--- src/rtl/aluCore8Pkg.sv ---
package aluCore8Pkg;
  localparam int DATA_W = 8;
  localparam int NIB_W  = DATA_W / 2;
  localparam int OP_W   = 4;

  localparam int Z_POS = 7;
  localparam int N_POS = 6;
  localparam int H_POS = 5;
  localparam int C_POS = 4;

  typedef enum logic [OP_W-1:0] {
    OP_ADD = 4'd0,
    OP_ADC = 4'd1,
    OP_SUB = 4'd2,
    OP_SBC = 4'd3,
    OP_CMP = 4'd4,
    OP_AND = 4'd5,
    OP_OR  = 4'd6,
    OP_XOR = 4'd7,
    OP_CPL = 4'd8,
    OP_SCF = 4'd9,
    OP_CCF = 4'd10,
    OP_DAA = 4'd11
  } aluOp_e;

  typedef enum logic [1:0] {
    LG_AND = 2'd0,
    LG_OR  = 2'd1,
    LG_XOR = 2'd2
  } logicKind_e;

  typedef struct packed {
    logic       useAdder;
    logic       subMode;
    logic       carryUse;
    logic       writeEn;
    logic       useLogic;
    logicKind_e logicKind;
    logic       useCpl;
    logic       useScf;
    logic       useCcf;
    logic       useDaa;
  } aluCtrl_t;
endpackage

--- src/rtl/aluControl.sv ---
module aluControl
  import aluCore8Pkg::*;
(
  input  logic [OP_W-1:0] opSel,
  output aluCtrl_t        ctrl
);
  always_comb begin
    ctrl = '0;
    ctrl.logicKind = LG_AND;
    case (aluOp_e'(opSel))
      OP_ADD: begin ctrl.useAdder = 1'b1; ctrl.writeEn = 1'b1; end
      OP_ADC: begin ctrl.useAdder = 1'b1; ctrl.carryUse = 1'b1; ctrl.writeEn = 1'b1; end
      OP_SUB: begin ctrl.useAdder = 1'b1; ctrl.subMode = 1'b1; ctrl.writeEn = 1'b1; end
      OP_SBC: begin
        ctrl.useAdder = 1'b1; ctrl.subMode = 1'b1;
        ctrl.carryUse = 1'b1; ctrl.writeEn = 1'b1;
      end
      OP_CMP: begin ctrl.useAdder = 1'b1; ctrl.subMode = 1'b1; end
      OP_AND: begin ctrl.useLogic = 1'b1; ctrl.logicKind = LG_AND; ctrl.writeEn = 1'b1; end
      OP_OR:  begin ctrl.useLogic = 1'b1; ctrl.logicKind = LG_OR;  ctrl.writeEn = 1'b1; end
      OP_XOR: begin ctrl.useLogic = 1'b1; ctrl.logicKind = LG_XOR; ctrl.writeEn = 1'b1; end
      OP_CPL: begin ctrl.useCpl = 1'b1; ctrl.writeEn = 1'b1; end
      OP_SCF: ctrl.useScf = 1'b1;
      OP_CCF: ctrl.useCcf = 1'b1;
      OP_DAA: begin ctrl.useDaa = 1'b1; ctrl.writeEn = 1'b1; end
      default: ctrl = '0;
    endcase
  end
endmodule

--- src/rtl/aluAddSub.sv ---
module aluAddSub #(
  parameter int W   = 8,
  parameter int NIB = 4
) (
  input  logic [W-1:0] aIn,
  input  logic [W-1:0] bIn,
  input  logic         cIn,
  input  logic         subMode,
  output logic [W-1:0] sumOut,
  output logic         carryOut,
  output logic         halfOut
);
  logic [W:0]   wideSum;
  logic [NIB:0] lowSum;

  always_comb begin
    if (subMode) begin
      wideSum = {1'b0, aIn} - {1'b0, bIn} - {{W{1'b0}}, cIn};
      lowSum  = {1'b0, aIn[NIB-1:0]} - {1'b0, bIn[NIB-1:0]} - {{NIB{1'b0}}, cIn};
    end else begin
      wideSum = {1'b0, aIn} + {1'b0, bIn} + {{W{1'b0}}, cIn};
      lowSum  = {1'b0, aIn[NIB-1:0]} + {1'b0, bIn[NIB-1:0]} + {{NIB{1'b0}}, cIn};
    end
  end

  assign sumOut   = wideSum[W-1:0];
  assign carryOut = wideSum[W];
  assign halfOut  = lowSum[NIB];
endmodule

--- src/rtl/aluDecAdjust.sv ---
module aluDecAdjust #(
  parameter int W   = 8,
  parameter int NIB = 4
) (
  input  logic [W-1:0] accIn,
  input  logic         subFlag,
  input  logic         halfFlag,
  input  logic         carryFlag,
  output logic [W-1:0] adjOut,
  output logic         carryOut
);
  localparam logic [NIB-1:0] DIGIT_FIX = NIB'(6);
  localparam logic [NIB-1:0] DIGIT_MAX = NIB'(9);
  localparam logic [W-1:0]   HIGH_LIMIT = {DIGIT_MAX, {NIB{1'b1}}};

  logic         loFix;
  logic         hiFix;
  logic [W-1:0] corr;
  logic [W:0]   wideVal;

  assign loFix = halfFlag  | (~subFlag & (accIn[NIB-1:0] > DIGIT_MAX));
  assign hiFix = carryFlag | (~subFlag & (accIn > HIGH_LIMIT));
  assign corr  = {hiFix ? DIGIT_FIX : {NIB{1'b0}}, loFix ? DIGIT_FIX : {NIB{1'b0}}};

  always_comb begin
    if (subFlag) begin
      wideVal  = {1'b0, accIn} - {1'b0, corr};
      carryOut = corr > accIn;
    end else begin
      wideVal  = {1'b0, accIn} + {1'b0, corr};
      carryOut = wideVal[W];
    end
  end

  assign adjOut = wideVal[W-1:0];
endmodule

--- src/rtl/aluDatapath.sv ---
module aluDatapath
  import aluCore8Pkg::*;
(
  input  aluCtrl_t          ctrl,
  input  logic [DATA_W-1:0] accIn,
  input  logic [DATA_W-1:0] operandIn,
  input  logic [3:0]        flagNib,
  output logic [DATA_W-1:0] resultOut,
  output logic              resultWe,
  output logic [DATA_W-1:0] flagsOut
);
  localparam int NZ = Z_POS - C_POS;
  localparam int NN = N_POS - C_POS;
  localparam int NH = H_POS - C_POS;

  logic              zIn, nIn, hIn, cIn;
  logic [DATA_W-1:0] addSum;
  logic              addCarry, addHalf;
  logic [DATA_W-1:0] daaVal;
  logic              daaCarry;
  logic [DATA_W-1:0] logicVal;
  logic              zOut, nOut, hOut, cOut;

  assign zIn = flagNib[NZ];
  assign nIn = flagNib[NN];
  assign hIn = flagNib[NH];
  assign cIn = flagNib[0];

  aluAddSub #(.W(DATA_W), .NIB(NIB_W)) addSub_i (
    .aIn      (accIn),
    .bIn      (operandIn),
    .cIn      (ctrl.carryUse & cIn),
    .subMode  (ctrl.subMode),
    .sumOut   (addSum),
    .carryOut (addCarry),
    .halfOut  (addHalf)
  );

  aluDecAdjust #(.W(DATA_W), .NIB(NIB_W)) decAdj_i (
    .accIn     (accIn),
    .subFlag   (nIn),
    .halfFlag  (hIn),
    .carryFlag (cIn),
    .adjOut    (daaVal),
    .carryOut  (daaCarry)
  );

  always_comb begin
    case (ctrl.logicKind)
      LG_OR:   logicVal = accIn | operandIn;
      LG_XOR:  logicVal = accIn ^ operandIn;
      default: logicVal = accIn & operandIn;
    endcase
  end

  always_comb begin
    resultOut = accIn;
    zOut = zIn;
    nOut = nIn;
    hOut = hIn;
    cOut = cIn;
    if (ctrl.useAdder) begin
      resultOut = addSum;
      zOut = (addSum == '0);
      nOut = ctrl.subMode;
      hOut = addHalf;
      cOut = addCarry;
    end else if (ctrl.useLogic) begin
      resultOut = logicVal;
      zOut = (logicVal == '0);
      nOut = 1'b0;
      hOut = (ctrl.logicKind == LG_AND);
      cOut = 1'b0;
    end else if (ctrl.useCpl) begin
      resultOut = ~accIn;
      nOut = 1'b1;
      hOut = 1'b1;
    end else if (ctrl.useScf || ctrl.useCcf) begin
      nOut = 1'b0;
      hOut = 1'b0;
      cOut = ctrl.useScf ? 1'b1 : ~cIn;
    end else if (ctrl.useDaa) begin
      resultOut = daaVal;
      zOut = (daaVal == '0);
      hOut = 1'b0;
      cOut = daaCarry;
    end
  end

  always_comb begin
    flagsOut = '0;
    flagsOut[Z_POS] = zOut;
    flagsOut[N_POS] = nOut;
    flagsOut[H_POS] = hOut;
    flagsOut[C_POS] = cOut;
  end

  assign resultWe = ctrl.writeEn;
endmodule

--- src/rtl/aluCore8.sv ---
module aluCore8
  import aluCore8Pkg::*;
(
  input  logic [OP_W-1:0]   opSel,
  input  logic [DATA_W-1:0] accIn,
  input  logic [DATA_W-1:0] operandIn,
  input  logic [DATA_W-1:0] flagsIn,
  output logic [DATA_W-1:0] resultOut,
  output logic              resultWe,
  output logic [DATA_W-1:0] flagsOut
);
  aluCtrl_t ctrl;
  logic     unusedFlagBits;

  assign unusedFlagBits = ^flagsIn[C_POS-1:0];

  aluControl control_i (
    .opSel (opSel),
    .ctrl  (ctrl)
  );

  aluDatapath datapath_i (
    .ctrl      (ctrl),
    .accIn     (accIn),
    .operandIn (operandIn),
    .flagNib   (flagsIn[Z_POS:C_POS]),
    .resultOut (resultOut),
    .resultWe  (resultWe),
    .flagsOut  (flagsOut)
  );
endmodule

--- config.mk ---
export PLATFORM = sky130hd
export DESIGN_NAME = aluCore8
export DESIGN_NICKNAME = d
export VERILOG_FILES = /design/src/rtl/aluCore8Pkg.sv /design/src/rtl/aluControl.sv /design/src/rtl/aluAddSub.sv /design/src/rtl/aluDecAdjust.sv /design/src/rtl/aluDatapath.sv /design/src/rtl/aluCore8.sv
export SDC_FILE = /design/constraint.sdc
export NUM_CORES = 1
export LEC_CHECK = 0
export BUFFER_PORTS_ARGS = -buffer_cell sky130_fd_sc_hd__buf_2
export CORE_MARGIN = 2
export CORE_UTILIZATION = 40
export DETAILED_ROUTE_END_ITERATION = 10
export PLACE_DENSITY_LB_ADDON = 0.15
export SYNTH_ARGS = -nofsm -noshare
export SYNTH_HDL_FRONTEND = slang
export SYNTH_SLANG_ARGS = --single-unit
--- constraint.sdc ---
create_clock -name vclk -period 2.72
set_clock_uncertainty 0.2 [all_clocks]
set_input_delay 0.136 -clock vclk [all_inputs]
set_output_delay 0.136 -clock vclk [all_outputs]
set_load 0.02 [all_outputs]
==> flow_summary.ini, run 1 <==
[yosys]
synth-xor-area-share = 0.08351
yosys_warnings = 0
yosys.area_share.simple = 0.2104
syn_area_um2 = 2307
yosysTopAreaCell = ha_1
synth_cells = 335
synth-compound-area-share = 0.2885
synth_fa_ha_area_frac = 0.2744
synth_top_family_by_area = compound AO/OA/AOI/OAI gates
ys_seq_area_frac = 0
ys_types = 54
synth_top_area_frac = 0.2223
synth.area.top_cells = ha_1 (22%), a21oi_1 (7.8%), inv_1 (6.2%), nor2_1 (6.0%), xnor2_1 (5.3%)
synth_area_per_cell_um2 = 6.887
synth_mux_area_frac = 0.02603

[grt]
grt_pass1_vias = 2373
grt_pass1_wl_um = 11550
grt_usage = 0.2227
grt_overflow = 0
antenna_found_initial = 0
grt_max_degree = 18

[setup_path]
critPathTopFamily = simple AND/OR/NAND/NOR gates
crit_path_end_kind = output port
crit_start = opSel[2]
setup.worst_path.class = in2out
critPathRequiredTime_ns = 2.38
critical_path.max_fanout = 2
crit_arrival_ns = 2.60
crit_path_cell_trace = buf_8, nor2_4, nand3_2, fa_1, fa_2, nor2b_1, nor3_1, nor3_1, nor4b_2, buf_4, nand4_1, nand3_1, buf_4
max_stage_delay_ns = 0.54
critPathLaunchType = primary input
path_buf_inv = 3
critPathSlowestCell = fa_2

[place]
gp_congestion = 0.9339
dp.final_hpwl_um = 5983
portBuffers = 37

[finish]
drive_above_1_share = 0.3357
diodes = 0
area_growth_pct = 36.50
fill_cells = 601
register_area_um2 = 0
fin_nets = 494
multi_input_area_um2 = 2212
n_clock_buffer = 0
seq_cell_count = 0

[sta]
setup_viol = 4
worst_slew_pin_slew_ns = 0.5248
fin_crit_sh = 1.081
finalCriticalPeriod_ns = 2.939
grt_setup_unrepaired = true
tns_ns = -0.5221
drv_slew = 0
max_freq_mhz = 340.2
whs_ns = 0.4486
worst_slack_ns = -0.2192
finalHoldViolCount = 0
relSlewSlack = 0.6471

[die]
die_area_um2 = 6391
num_io_pins = 45
rows = 27
coreArea_um2 = 5540
start_util = 0.4164
die_width_um = 79.95
dieHeight_um = 79.95

[worst_hold_path]
min-delay-start = flagsIn[7]
hold_class = in2out

[power]
ir_worst_vdd_mv = 0.1565
pwr-share-seq = 0
p_leak_uw = 0.001532
p_per_area_nw_per_um2 = 235.2
p_int_uw = 343.6
combPwrFrac = 1.000
clockPowerShare = 0
switching_share = 0.5360
p_switching_uw = 397.0

[flow_run]
cap_violations = 0

[routing]
dr_total_vias = 2636
firstDrtPassIters = 4
drc_errors = 0
antenna_left = 0
drtIter0Drc = 167
wl_per_cell_um = 14.51
finalWirelength_um = 7097
vias_per_cell = 5.391

[clocking]
hold_buffers = 0

[status]
violations = setup timing
status = finished with violations
area by class of cell:
type | instances | area share
inverters | 38 | 0.04529
repair buffers | 100 | 0.2237
well taps | 72 | 0.02861
multi-input cells | 279 | 0.7024
worst min-delay path: stages:
cell and delay, ns:
buf_2 0.08, a31oi_1 0.07, nand3_1 0.09, buf_4 0.14
cells in the final DEF, fill, tap and decap left out, types with 3 or more instances in the layout:
cell type,instances
nor2b_1,5
fa_2,5
a21oi_2,7
buf_2,29
xnor2_1,14
buf_4,65
nand3_1,7
nor3_1,6
a21oi_1,30
a32oi_1,3
ha_1,38
nor2_1,34
a2bb2oi_1,7
conb_1,4
mux2i_1,6
o211ai_1,3
inv_2,4
inv_1,34
buf_6,5
nand4_1,3
nor4_1,3
o21ai_0,11
o21a_1,5
o21ai_1,6
nand2b_1,6
nand2_1,17
xor2_1,8
kinds of logic after synthesis:
| family | after synthesis |
|---|---|
| xor+xnor | 22 |
| simple gates | 100 |
| buf+inv | 59 |
| fa+ha+maj | 47 |
| mux | 6 |
| other cells | 1 |
| compound gates | 100 |
per-layer routing:
layer / vias up / wire length, um / GRT usage
met5: - / 0 / 0
met4: 0 / 107 / 0.02034
met1: 1229 / 3287 / 0.3121
li1: 1328 / - / -
met3: 6 / 346 / 0.002262
met2: 73 / 3356 / 0.3950
timing repair:
item,CTS,global route
setup buffers,1,0
gates resized for setup,25,21
gates cloned,0,0
endpoints found under the setup margin,6,8
pin swaps,12,15
power by group through the flow:
| stage | Combinational, uW | Clock, uW | Sequential, uW |
|---|---|---|---|
| finish | 741 | 0 | 0 |
| global route | 812 | 0 | 0 |
| CTS | 708 | 0 | 0 |
| detailed placement | 673 | 0 | 0 |
| global placement | 667 | 0 | 0 |
| floorplan | 444 | 0 | 0 |
cell usage after synthesis (6+ instances only):
cell type,count
a21oi_1,36
a2bb2oi_1,8
buf_2,6
buf_4,8
clkbuf_1,6
fa_1,6
ha_1,41
inv_1,38
mux2i_1,6
nand2_1,17
nand2b_1,7
nand3_1,8
nor2_1,37
nor3_1,8
o21ai_0,11
o21ai_1,7
xnor2_1,14
xor2_1,8
path summary, 6_finish.rpt:
path | end | slack [ns] | cells past startpoint
max | flagsOut[7] | -0.22 | 13
min | flagsOut[7] | 0.45 | 4
stage by stage:
stage          setup WS [ns]  cell area (um2)  power [uW]  utilization  cells
6_report             -0.2192             3149       740.6       0.5684    489
5_1_grt              -0.3841             3149       811.6       0.5684    489
4_1_cts              -0.2061             3049       708.5       0.5504    489
3_5_place_dp         -0.3437             2957       673.1       0.5337    488
3_3_place_gp         -0.3229             2957       667.0       0.5337    488
2_1_floorplan       -0.01524             2345       443.9            -    338
(Power assumes the default switching activity.)
==> inputs of run 2 (changes only) <==
--- a/config.mk
+++ b/config.mk
@@ -13,3 +13,4 @@
 export SYNTH_ARGS = -nofsm -noshare
 export SYNTH_HDL_FRONTEND = slang
 export SYNTH_SLANG_ARGS = --single-unit
+export TNS_END_PERCENT = 20
==> run 2 against run 1 <==
Effect of this change:
- via count shrank 1.1%
- sequential share of layout area unchanged
- sequential cell count stayed put
- global-route usage shrank 0.070 points
- highest routed layer unchanged
- maximum frequency shrank 0.75%
- non-clock buffer count decreased by 1
- utilization shrank 2.5 points
- the run still ends with setup timing left
- setup slack worse by 0.022 ns
- total power is 5.7% lower
- combinational power decreased by 5.8%
- final cell count is 0.20% lower
- first-iteration DRC count is 17% lower
==> flow_summary.ini, run 2 (synthesis gave the netlist of run 1 again) <==
[status]
status = finished with violations
violations = setup timing

[setup_path]
crit_path_end_kind = output port
critPathSlowestCell = fa_1
crit_path_cell_trace = buf_2, nor2_4, nand3_2, inv_1, fa_1, inv_1, fa_1, nor3b_1, nor3_1, nor3_1, nor4b_2, buf_4, nand4_1, nand3_1, buf_4
max_stage_delay_ns = 0.46
critPathLaunchType = primary input
critical_path.max_fanout = 2
setup.worst_path.class = in2out
crit_arrival_ns = 2.63
critPathRequiredTime_ns = 2.38

[worst_hold_path]
hold_class = in2out
worstHoldPathCells = 4

[clocking]
hold_buffers = 0
cts_setup_buffers = 0

[sta]
worst_slew_pin_slew_ns = 0.5278
relSlewSlack = 0.6451
finalHoldViolCount = 0
grt_setup_unrepaired = true
fin_crit_sh = 1.089
finalCriticalPeriod_ns = 2.961
drv_slew = 0
setup_viol = 5
max_freq_mhz = 337.7
worst_slack_ns = -0.2414

[place]
gp_congestion = 0.9339
postPlaceCellArea_um2 = 2957
portBuffers = 37
dp.final_hpwl_um = 5983

[routing]
vias_per_cell = 5.344
dr_total_vias = 2608
antenna_left = 0
firstDrtPassIters = 4
drtIter0Drc = 138
finalWirelength_um = 6943
drc_errors = 0
wl_per_cell_um = 14.23

[finish]
diodes = 0
register_area_um2 = 0
final_cell_mix = buf_4 (64), ha_1 (40), inv_1 (38)
n_clock_buffer = 0
drive_above_1_share = 0.2909
seq_cell_count = 0
layout_commonest_cell = buf_4
area_growth_pct = 30.42
fin_nets = 493
final_util = 0.5431
final_area_um2 = 3009

[power]
p_int_uw = 317.8
p_per_area_nw_per_um2 = 232.0
switching_share = 0.5448
p_switching_uw = 380.3
combPwrFrac = 1.000
ir_worst_vdd_mv = 0.1447
pwr-share-seq = 0
p_leak_uw = 0.001508
clockPowerShare = 0

[die]
die_width_um = 79.95
num_io_pins = 45
coreArea_um2 = 5540
dieHeight_um = 79.95
rows = 27
die_area_um2 = 6391
start_util = 0.4164

[grt]
antenna_found_initial = 0
grt_overflow = 0
grt_pass1_wl_um = 11520
grt_pass1_vias = 2361
grt_usage = 0.2220
grt_max_degree = 18

[flow_run]
cap_violations = 0
run 2: cell type report:
class / instances / area [um2]
Fill cell: 623 / 2531
Timing Repair Buffer: 99 / 655.6
Multi-Input combinational cell: 279 / 2121
Inverter: 38 / 142.6
Tap cell: 72 / 90.09
run 2: final timing paths:
path,start,endpoint,slack [ns]
min,flagsIn[7],flagsOut[7],0.45
max,opSel[2],flagsOut[7],-0.24
run 2: power groups by stage:
stage               Clock (uW)  Sequential [uW]  Combinational (uW)
floorplan                    0                0                 444
finish                       0                0                 698
global placement             0                0                 667
detailed placement           0                0                 673
CTS                          0                0                 694
global route                 0                0                 771
run 2: routing by layer:
layer | wire, um | share of wire | track usage
met1 | 3328 | 0.48 | 0.3121
met2 | 3294 | 0.47 | 0.3942
met3 | 243 | 0.035 | 0
met4 | 75 | 0.011 | 0.02034
met5 | 0 | 0 | 0
run 2: worst max-delay path: cells and delay by family:
kind | cells | cell delay [ns]
buffers and inverters | 5 | 0.57
adders and majority gates | 2 | 0.82
and+or+nand+nor | 8 | 1.11
run 2: what timing repair did:
item | 4_1_cts | 5_1_grt
endpoints found under the setup margin | 6 | 9
pin swaps | 6 | 2
resized for setup | 10 | 3
run 2: per-stage QoR:
step / hold slack (ns) / total power [uW] / TNS [ns] / worst slack, ns / std cells
after floorplan: 0.3076 / 443.9 / -0.01524 / -0.01524 / 338
after global placement: 0.4646 / 667.0 / -0.9604 / -0.3229 / 488
after detailed placement: 0.4566 / 673.1 / -1.187 / -0.3437 / 488
after CTS: 0.4436 / 694.5 / -0.7276 / -0.2260 / 488
after global routing: 0.4855 / 770.7 / -1.986 / -0.4131 / 488
final: 0.4534 / 698.1 / -0.6845 / -0.2414 / 488
==> inputs of run 3 (changes only) <==
--- a/config.mk
+++ b/config.mk
@@ -5,6 +5,7 @@
 export SDC_FILE = /design/constraint.sdc
 export NUM_CORES = 1
 export LEC_CHECK = 0
+export ABC_AREA = 1
 export BUFFER_PORTS_ARGS = -buffer_cell sky130_fd_sc_hd__buf_2
 export CORE_MARGIN = 2
 export CORE_UTILIZATION = 40
==> run 3 against run 2 <==
Effect of this change:
- the run now ends clean
- maximum frequency grew 13%
- die area grew 10%
- highest routed layer unchanged
- largest power group unchanged
- non-clock buffer count shrank 32
- global-route usage shrank 0.21 points
- design area grew 3.3%
- critical path type unchanged
==> flow_summary.ini, run 3 <==
[status]
status = completed

[die]
die_width_um = 83.92
num_io_pins = 45
rows = 29
start_util = 0.4070
coreArea_um2 = 6277
die_area_um2 = 7043
dieHeight_um = 83.92

[sta]
finalHoldViolCount = 0
fin_crit_sh = 0.9644
drv_slew = 0
setup_viol = 0
whs_ns = 0.4366
max_freq_mhz = 381.2
grt_setup_unrepaired = true
finalCriticalPeriod_ns = 2.623

[finish]
layout_commonest_cell = nand2_1
area_growth_pct = 21.65
drive_above_1_share = 0.1879
final_cell_mix = nand2_1 (125), inv_1 (91), nand3_1 (57)
n_clock_buffer = 0
diodes = 0
fin_nets = 604
seq_cell_count = 0
register_area_um2 = 0

[grt]
grt_max_degree = 12
grt_usage = 0.2199
antenna_found_initial = 0
grt_pass1_wl_um = 13080
grt_overflow = 0
grt_pass1_vias = 2787

[routing]
drc_errors = 0
drtIter0Drc = 148
wl_per_cell_um = 13.02
firstDrtPassIters = 4
dr_total_vias = 3025
vias_per_cell = 5.008
antenna_left = 0
finalWirelength_um = 7865

[place]
gp_congestion = 0.9034
portBuffers = 37
dp.final_hpwl_um = 6726

[flow_run]
cap_violations = 0

[yosys]
ys_seq_area_frac = 0
synth_top_area_frac = 0.2008
yosys.area_share.simple = 0.4148
syn_area_um2 = 2555
synth.most_common_cell = nand2_1
synth_top_family_by_area = simple AND/OR/NAND/NOR gates
synth.area.top_cells = ha_1 (20%), nand2_1 (19%), inv_1 (14%), nand3_1 (12%), nor2_1 (5.9%)
synth_fa_ha_area_frac = 0.2478
synth_area_per_cell_um2 = 5.436
ys_types = 35
synth-compound-area-share = 0.1474
synth_commonest_cells = nand2_1 (126), inv_1 (94), nand3_1 (59)
synth_cells = 470
synth-xor-area-share = 0.01371
synth_mux_area_frac = 0
yosysTopAreaCell = ha_1
yosys_warnings = 0

[setup_path]
critPathLaunchType = primary input
crit_path_end_kind = output port
crit_arrival_ns = 2.29
max_stage_delay_ns = 0.56
critPathRequiredTime_ns = 2.38
crit_path_cell_trace = buf_2, nor2_4, nand3_2, fa_2, inv_1, ha_1, xor2_1, nand2_1, nand2_1, nor2_2, nand3_1, nor2_1, nand3_1, nand3_2, buf_6
critPathTopFamily = simple AND/OR/NAND/NOR gates
path_buf_inv = 3
critical_path.max_fanout = 2
setup.worst_path.class = in2out
critPathSlowestCell = fa_2

[power]
ir_worst_vdd_mv = 0.1171
p_leak_uw = 0.001839
p_per_area_nw_per_um2 = 217.9
power_uw = 677.1

[worst_hold_path]
hold_class = in2out
==> run 3: cell types whose count changed in the layout (fill, tap and decap cells not counted), moves of 7 or more <==
cell / before / now
a21oi_1: 33 / 17
a2bb2oi_1: 8 / 1
buf_4: 64 / 31
inv_1: 38 / 91
nand2_1: 17 / 125
nand3_1: 7 / 57
o21ai_0: 11 / 22
xnor2_1: 14 / 1
==> run 3: report_power, final <==
part           switching [uW]  total, uW  internal (uW)
registers                   0          0              0
logic                     419        677            258
clock network               0          0              0
total                     419        677            258
==> run 3: tightest hold or removal path: stages <==
cell and delay (ns):
buf_2 0.13, o22ai_1 0.08, buf_2 0.16
==> run 3: what timing repair did <==
| action | CTS | global route |
|---|---|---|
| setup buffers | 0 | 2 |
| hold buffers | 0 | 0 |
| endpoints found under the setup margin | 1 | 9 |
| pin swaps | 1 | 10 |
| gates resized for setup | 2 | 33 |
==> run 3: area by class of cell <==
class	instances	area, um2
well taps	77	96.34
fillers	706	3169
repair buffers	67	425.4
multi-input cells	364	2226
inverters	96	360.3
==> run 3: kinds of logic after synthesis <==
logic type               after synthesis
other                                  1
XOR/XNOR                               4
buffers and inverters                109
AND/OR/NAND/NOR                      244
AO/OA/AOI/OAI                         65
adder cells (fa/ha/maj)               47
==> run 3: per-layer routing <==
layer / GRT usage / vias to the layer above / part of all wire
li1: - / 1604 / -
met1: 0.3213 / 1336 / 0.49
met2: 0.3738 / 79 / 0.44
met3: 0.005935 / 6 / 0.052
met4: 0.01906 / 0 / 0.011
met5: 0 / - / 0
==> run 3: per-stage QoR <==
step                      instances  cell area, um2  setup TNS (ns)  setup WS [ns]  utilization
after detailed placement        602            2972       -0.004471      -0.004471       0.4734
after global routing            604            3108        -0.01907       -0.01761       0.4951
after global placement          602            2972               0        0.03782       0.4734
final                           604            3108               0        0.09676       0.4951
after floorplan                 473            2566               0        0.06266            -
after CTS                       602            2979               0       0.008362       0.4746
==> run 3: worst paths after layout <==
| path | startpoint | to | slack [ns] | cells after the start |
|---|---|---|---|---|
| min | opSel[2] | resultWe | 0.44 | 3 |
| max | opSel[3] | flagsOut[7] | 0.1 | 15 |
